$ cat src/rtl/clkmask_pkg.sv
package clkmask_pkg;
  typedef enum logic [1:0] {
    LS_IDLE  = 2'd0,
    LS_LOAD  = 2'd1,
    LS_SHIFT = 2'd2,
    LS_RUN   = 2'd3
  } ld_state_t;
endpackage

$ cat src/rtl/clkmask_tick.sv
module clkmask_tick #(
  parameter int DIV = 4
) (
  input  logic clk,
  input  logic rst,
  input  logic active,
  output logic rise,
  output logic fall
);
  localparam int HALF = DIV / 2;
  localparam int CW   = (DIV > 1) ? $clog2(DIV) : 1;
  localparam logic [CW-1:0] LAST  = CW'(DIV - 1);
  localparam logic [CW-1:0] RISEP = CW'(HALF - 1);

  logic [CW-1:0] cnt;

  always_ff @(posedge clk) begin
    if (rst || !active) cnt <= '0;
    else if (cnt == LAST) cnt <= '0;
    else cnt <= cnt + 1'b1;
  end

  assign rise = active && (cnt == RISEP);
  assign fall = active && (cnt == LAST);
endmodule

$ cat src/rtl/clkmask_seq.sv
module clkmask_seq
  import clkmask_pkg::*;
#(
  parameter int MASK_W = 16
) (
  input  logic              clk,
  input  logic              rst,
  input  logic              prim_rst_n,
  input  logic              ser_in,
  input  logic              wr_en,
  input  logic [MASK_W-1:0] wr_data,
  input  logic              rise,
  input  logic              fall,
  output logic              active,
  output logic              sh_clk,
  output logic              sh_ld,
  output logic              sec_rst_n,
  output logic              done,
  output logic [MASK_W-1:0] mask
);
  localparam int BW = $clog2(MASK_W + 1);
  localparam logic [BW-1:0] NBITS = BW'(MASK_W);

  ld_state_t         state;
  logic [BW-1:0]     bitcnt;
  logic [MASK_W-1:0] shreg;
  logic              pend;
  logic [MASK_W-1:0] pend_data;

  assign active = (state == LS_LOAD) || (state == LS_SHIFT);

  always_ff @(posedge clk) begin
    if (rst) begin
      state     <= LS_IDLE;
      sh_clk    <= 1'b0;
      sh_ld     <= 1'b1;
      sec_rst_n <= 1'b0;
      done      <= 1'b0;
      bitcnt    <= '0;
      shreg     <= '0;
      mask      <= '0;
      pend      <= 1'b0;
      pend_data <= '0;
    end else begin
      done <= 1'b0;
      if (!prim_rst_n) begin
        state     <= LS_IDLE;
        sh_clk    <= 1'b0;
        sh_ld     <= 1'b1;
        sec_rst_n <= 1'b0;
        bitcnt    <= '0;
      end else begin
        case (state)
          LS_IDLE: begin
            state <= LS_LOAD;
            sh_ld <= 1'b1;
          end
          LS_LOAD: begin
            if (rise) sh_clk <= 1'b1;
            if (fall) begin
              sh_clk <= 1'b0;
              sh_ld  <= 1'b0;
              state  <= LS_SHIFT;
            end
          end
          LS_SHIFT: begin
            if (rise) begin
              sh_clk <= 1'b1;
              shreg  <= {shreg[MASK_W-2:0], ser_in};
              bitcnt <= bitcnt + 1'b1;
            end
            if (fall) begin
              sh_clk <= 1'b0;
              if (bitcnt == NBITS) begin
                state     <= LS_RUN;
                mask      <= shreg;
                sec_rst_n <= 1'b1;
                done      <= 1'b1;
                sh_ld     <= 1'b1;
              end
            end
          end
          default: begin
            if (pend) begin
              mask <= pend_data;
              pend <= 1'b0;
            end
          end
        endcase
      end
      if (wr_en) begin
        if (state == LS_RUN && prim_rst_n) begin
          mask <= wr_data;
          pend <= 1'b0;
        end else begin
          pend      <= 1'b1;
          pend_data <= wr_data;
        end
      end
    end
  end

  assert_bitcnt_limit_R1: assert property (@(posedge clk) disable iff (rst)
    bitcnt <= NBITS);
  assert_secrst_with_done_R2: assert property (@(posedge clk) disable iff (rst)
    $rose(sec_rst_n) |-> done);
  assert_prim_holds_sec_R2: assert property (@(posedge clk) disable iff (rst)
    !prim_rst_n |=> !sec_rst_n);
  assert_sel_stable_R3: assert property (@(posedge clk) disable iff (rst)
    (sh_clk && $past(sh_clk)) |-> $stable(sh_ld));
  assert_done_single_R12: assert property (@(posedge clk) disable iff (rst)
    done |=> !done);
endmodule

$ cat src/rtl/clkmask_decode.sv
module clkmask_decode #(
  parameter int MASK_W = 16,
  parameter int N_PAIR = 4,
  parameter int N_SGL  = 5
) (
  input  logic                     clk,
  input  logic                     rst,
  input  logic [MASK_W-1:0]        mask,
  output logic [N_PAIR+N_SGL-1:0]  dev_en,
  output logic                     fb_en
);
  localparam int N_DEV  = N_PAIR + N_SGL;
  localparam int SGL_LO = 2 * N_PAIR;
  localparam int FB_BIT = SGL_LO + N_SGL;

  logic [N_DEV-1:0] nx_dev;

  for (genvar i = 0; i < N_PAIR; i++) begin : g_pair
    assign nx_dev[i] = ~(mask[2*i] & mask[2*i+1]);
  end
  for (genvar k = 0; k < N_SGL; k++) begin : g_sgl
    assign nx_dev[N_PAIR+k] = ~mask[SGL_LO+k];
  end

  always_ff @(posedge clk) begin
    if (rst) begin
      dev_en <= '1;
      fb_en  <= 1'b1;
    end else begin
      dev_en <= nx_dev;
      fb_en  <= ~mask[FB_BIT];
    end
  end

  assert_zero_mask_all_on_R6: assert property (@(posedge clk) disable iff (rst)
    (mask == '0) |=> ((&dev_en) && fb_en));
  assert_full_mask_all_off_R7: assert property (@(posedge clk) disable iff (rst)
    (&mask[FB_BIT:0]) |=> ((dev_en == '0) && !fb_en));
endmodule

$ cat src/rtl/clkmask_loader.sv
module clkmask_loader #(
  parameter int MASK_W = 16,
  parameter int DIV    = 4
) (
  input  logic              clk,
  input  logic              rst,
  input  logic              prim_rst_n,
  input  logic              ser_in,
  input  logic              wr_en,
  input  logic [MASK_W-1:0] wr_data,
  output logic              sh_clk,
  output logic              sh_ld,
  output logic              sec_rst_n,
  output logic              done,
  output logic [8:0]        dev_clk_en,
  output logic              fb_clk_en
);
  localparam int N_PAIR = 4;
  localparam int N_SGL  = 5;

  logic active, rise, fall;
  logic [MASK_W-1:0] mask;

  clkmask_tick #(.DIV(DIV)) u_tick (
    .clk(clk), .rst(rst), .active(active), .rise(rise), .fall(fall)
  );

  clkmask_seq #(.MASK_W(MASK_W)) u_seq (
    .clk(clk), .rst(rst), .prim_rst_n(prim_rst_n), .ser_in(ser_in),
    .wr_en(wr_en), .wr_data(wr_data), .rise(rise), .fall(fall),
    .active(active), .sh_clk(sh_clk), .sh_ld(sh_ld),
    .sec_rst_n(sec_rst_n), .done(done), .mask(mask)
  );

  clkmask_decode #(.MASK_W(MASK_W), .N_PAIR(N_PAIR), .N_SGL(N_SGL)) u_dec (
    .clk(clk), .rst(rst), .mask(mask), .dev_en(dev_clk_en), .fb_en(fb_clk_en)
  );

  assert_clk_idle_in_reset_R11: assert property (@(posedge clk)
    rst |=> (!sh_clk && !sec_rst_n));
endmodule

$ cat config.mk
export PLATFORM = sky130hd
export DESIGN_NAME = clkmask_loader
export DESIGN_NICKNAME = d
export VERILOG_FILES = /design/src/rtl/clkmask_pkg.sv /design/src/rtl/clkmask_tick.sv /design/src/rtl/clkmask_seq.sv /design/src/rtl/clkmask_decode.sv /design/src/rtl/clkmask_loader.sv
export SDC_FILE = /design/constraint.sdc
export NUM_CORES = 1
export LEC_CHECK = 0
export BUFFER_PORTS_ARGS = -buffer_cell sky130_fd_sc_hd__buf_2
export CORE_UTILIZATION = 50
export DETAILED_ROUTE_END_ITERATION = 12
export GPL_TIMING_DRIVEN = 0
export PLACE_DENSITY = 0.7
export RECOVER_POWER = 50
export SLEW_MARGIN = 5
export SYNTH_ARGS = -nofsm -noshare
export SYNTH_HDL_FRONTEND = slang
export SYNTH_SLANG_ARGS = --single-unit
$ cat constraint.sdc
create_clock -name clk -period 2.3 [get_ports clk]
set_clock_uncertainty 0.15 [all_clocks]
set_input_delay 0.46 -clock clk [delete_from_list [all_inputs] [get_ports clk]]
set_output_delay 0.46 -clock clk [all_outputs]
set_load 0.005 [all_outputs]
==> implementation parameters <==
Parameter                              Value

GRT
  Aggregate global-route resource usage ... 0.224
  Overall overflow remaining after global route ... 0
  Global-route wire length before repair ... 10200 um
  Maximum number of pins on one net before global-route repair ... 11
  Vias in the first global route ... 2105
  Initial antenna violation count ... 0

Placement
  # port buffers ... 32
  Gp weighted congestion ... 0.844
  Post-DP HPWL ... 4300 um
  Post-place instance area ... 0.00303 mm^2

CTS
  Skew-Pair Late Insertion Delay ... 340 ps
  CTS max path bufs ... 2
  CTS H-tree lvls ... 3
  Post-CTS setup repair buffer count ... 0
  Hold_buf cts ... 0
  Clock root buffer master ... sky130_fd_sc_hd__clkbuf_8
  TritonCTS Sinks ... 66
  Clock input transition at the sequential cells of the worst setup and hold paths ... 60 ps
  CTS tree ... done
  Clock buffer count from CTS ... 9

Timing
  Final Hold Violating Endpoints ... 0
  Unrepaired setup endpoints after global routing ... false
  Final number of max-transition violations ... 0
  Slew at the pin closest to its max-slew limit ... 808 ps
  Fin Setup TNS ... 0 ps
  Worst rel slew slack ... 0.461
  Period Utilization, post-route ... 0.969
  Number of endpoints failing setup at the final stage ... 0
  Maximum operating frequency ... 0.448 GHz
  Shortest period the worst path allows ... 2230 ps

Synthesis
  Area fraction in and, or, nand and nor cells after synthesis ... 0.188
  Multiplexer share of the synthesized area ... 0.0432
  XOR/XNOR Fraction of Synth Area ... 0.0126
  Per-instance average area after synthesis ... 9.09 um^2
  Area share of fa/ha/maj cells after synthesis ... 0.0405
  Warnings, synthesis ... 0
  Dominant combinational cell family by area after synthesis ... compound AO/OA/AOI/OAI gates
  Distinct cells, synth ... 37
  Summed instance area of the synthesized netlist ... 0.00278 mm^2
  Post-synthesis net count ... 336
  Number of synthesized register bits ... 66
  Sequential fraction of the synthesis area ... 0.475
  Post-Synthesis Cells ... 306
  Synthesized-area fraction occupied by ao, oa, aoi and oai cells ... 0.197

Worst setup path
  CP endpoint kind ... register
  Data required time at the worst endpoint ... 2370 ps
  CP Max Fanout ... 10
  Critical Setup Path Class ... register to register
  Arrival time reported for the critical path endpoint ... 2300 ps
  Setup crit start kind ... register
  Register-to-Register Setup Slack ... 70 ps

Routing
  Final wirelength ... 6110 um
  Routed length per placed instance ... 14.5 um
  Via Count ... 2303
  Residual DRC ... 0
  First drt pass iteration count ... 6
  Post-detailed-route count of antenna-violating nets ... 0
  Vias per Instance ... 5.48
  Initial detailed-routing violation count ... 172

Floorplan
  Row count ... 26
  Initial core utilization ... 0.531
  Die width ... 76.6 um
  Die boundary height ... 76.6 um
  Die outline area ... 0.00587 mm^2
  Core area ... 0.00524 mm^2
  Boundary Pins ... 35

Run status
  Run status ... completed

Flow run
  Max Cap Viol ... 0

Power
  Peak ir drop on the vdd network ... 0.395 mV
  Leak Pwr ... 1.20 nW
  Total power divided by cell area ... 667 mW/mm^2

Finish
  Count of antenna diodes in the layout ... 0
  Final instance area ... 0.00318 mm^2
  Final net count ... 379
  Fraction of final layout cells with drive strength greater than 1 ... 0.146
  Relative area change from synthesis to final layout ... 14.2%

Hold path
  Hold crit path type ... input pin to register
synth_stat cells:
cell type / instances / area [um^2]
sky130_fd_sc_hd__buf_2: 3 / 15.0
sky130_fd_sc_hd__xor2_1: 3 / 26.3
sky130_fd_sc_hd__nand2_1: 65 / 244
sky130_fd_sc_hd__and3_1: 2 / 12.5
sky130_fd_sc_hd__ha_1: 9 / 113
sky130_fd_sc_hd__nand2b_1: 9 / 56.3
sky130_fd_sc_hd__buf_4: 2 / 15.0
sky130_fd_sc_hd__nor4b_4: 1 / 23.8
sky130_fd_sc_hd__nor2b_1: 1 / 6.26
sky130_fd_sc_hd__a41o_1: 3 / 30.0
sky130_fd_sc_hd__buf_1: 3 / 11.3
sky130_fd_sc_hd__a21oi_2: 1 / 8.76
sky130_fd_sc_hd__o221ai_1: 2 / 17.5
sky130_fd_sc_hd__and4bb_2: 1 / 12.5
sky130_fd_sc_hd__nand3b_1: 4 / 30.0
sky130_fd_sc_hd__nor3_1: 3 / 15.0
sky130_fd_sc_hd__clkbuf_1: 10 / 37.5
sky130_fd_sc_hd__dfxtp_1: 66 / 1320
sky130_fd_sc_hd__a21bo_2: 1 / 10.0
sky130_fd_sc_hd__inv_1: 9 / 33.8
sky130_fd_sc_hd__mux2i_1: 12 / 120
sky130_fd_sc_hd__nand3_1: 2 / 10.0
sky130_fd_sc_hd__and2_0: 2 / 12.5
sky130_fd_sc_hd__a311oi_1: 2 / 17.5
sky130_fd_sc_hd__a21oi_1: 34 / 170
sky130_fd_sc_hd__buf_6: 1 / 11.3
sky130_fd_sc_hd__xnor2_1: 1 / 8.76
sky130_fd_sc_hd__and2_1: 1 / 6.26
sky130_fd_sc_hd__nand4_1: 2 / 12.5
sky130_fd_sc_hd__a31o_4: 1 / 17.5
sky130_fd_sc_hd__o21ai_0: 4 / 20.0
sky130_fd_sc_hd__nor2_1: 16 / 60.1
sky130_fd_sc_hd__nor4bb_1: 1 / 10.0
sky130_fd_sc_hd__a211oi_1: 4 / 30.0
sky130_fd_sc_hd__nand3_2: 1 / 10.0
sky130_fd_sc_hd__a221o_1: 12 / 120
sky130_fd_sc_hd__o2bb2ai_1: 12 / 105
cell type report:
type | instances | area (um^2)
flip-flops and latches | 66 | 1320
clock buffers | 11 | 141
plain buffers | 19 | 90.1
inverters | 9 | 33.8
multi-input cells | 212 | 1340
repair buffers | 32 | 151
well taps | 70 | 87.6
clock inverters | 1 | 5.00
fillers | 477 | 2060
cell families after synthesis:
family	Yosys count
mux	12
compound gates	76
xor+xnor	4
buf+inv	28
flops	66
simple gates	111
fa+ha+maj	9
critical path: stages, from the launching register on:
cell and delay [ps]:
sky130_fd_sc_hd__dfxtp_1 370, sky130_fd_sc_hd__inv_1 90, sky130_fd_sc_hd__ha_2 380, sky130_fd_sc_hd__and4bb_2 300
sky130_fd_sc_hd__a21oi_2 70, sky130_fd_sc_hd__a31o_4 250, sky130_fd_sc_hd__buf_6 140, sky130_fd_sc_hd__a221o_1 350
placed cells by master, fill, tap and decap left out, drive strengths merged:
cell / instances
inv: 9
o2bb2ai: 12
o21ai: 4
a21bo: 1
clkbuf: 31
nor3: 3
nor2b: 1
xor2: 3
dfxtp: 66
nand4: 2
nand3b: 4
a21oi: 35
clkinv: 1
a41o: 3
and3: 2
a311oi: 2
ha: 9
nor4b: 1
mux2i: 12
a31o: 1
o221ai: 2
nor2: 16
buf: 31
xnor2: 1
nor4bb: 1
and2: 3
nand3: 3
nand2: 65
and4bb: 1
nand2b: 9
a221o: 12
a211oi: 4
layer usage:
metal	track usage	routed length (um)	vias up
met5	0	0	-
met4	0.110	101	0
met3	0.0395	257	11
met2	0.335	2550	48
met1	0.312	3190	1084
li1	-	-	1160
sequential cells by signal (all words and copies together) (netlist names):
| register | count |
|---|---|
| u_seq.mask | 14 |
| u_seq.pend_data | 14 |
| u_seq.shreg | 14 |
| u_dec.dev_en | 9 |
| u_seq.bitcnt | 5 |
| u_seq.state | 2 |
| u_tick.cnt | 2 |
| u_dec.fb_en | 1 |
| u_seq.done | 1 |
| u_seq.pend | 1 |
| u_seq.sec_rst_n | 1 |
| u_seq.sh_clk | 1 |
| u_seq.sh_ld | 1 |
metrics by stage:
stage / util / worst slack, ps / std cells / power, mW / hold slack [ps]
detailed placement: 0.578 / -11.2 / 408 / 1.35 / 252
global route: 0.606 / 5.29 / 420 / 2.19 / 232
global placement: 0.578 / -37.9 / 408 / 1.35 / 248
floorplan: - / 223 / 306 / 1.30 / 233
finish: 0.606 / 70.3 / 420 / 2.12 / 214
CTS: 0.606 / 3.79 / 420 / 2.13 / 205
where the power goes:
part	switching (mW)	internal [mW]
Sequential	0.0123	1.16
Combinational	0.0926	0.0606
Clock	0.393	0.395
Total	0.497	1.62
worst paths after layout:
path         cells after the start      startpoint              end
max                              7  u_seq.state[1]    u_seq.mask[6]
min                              3          ser_in   u_seq.shreg[0]
max reg2reg                      7  u_seq.state[1]    u_seq.mask[6]
min reg2reg                      1  u_seq.mask[10]  u_dec.dev_en[6]
timing repair:
action,CTS,global route
endpoints found under the hold margin,0,0
setup endpoints to repair,0,20
gates resized for setup,0,6
(Power assumes the default switching activity.)
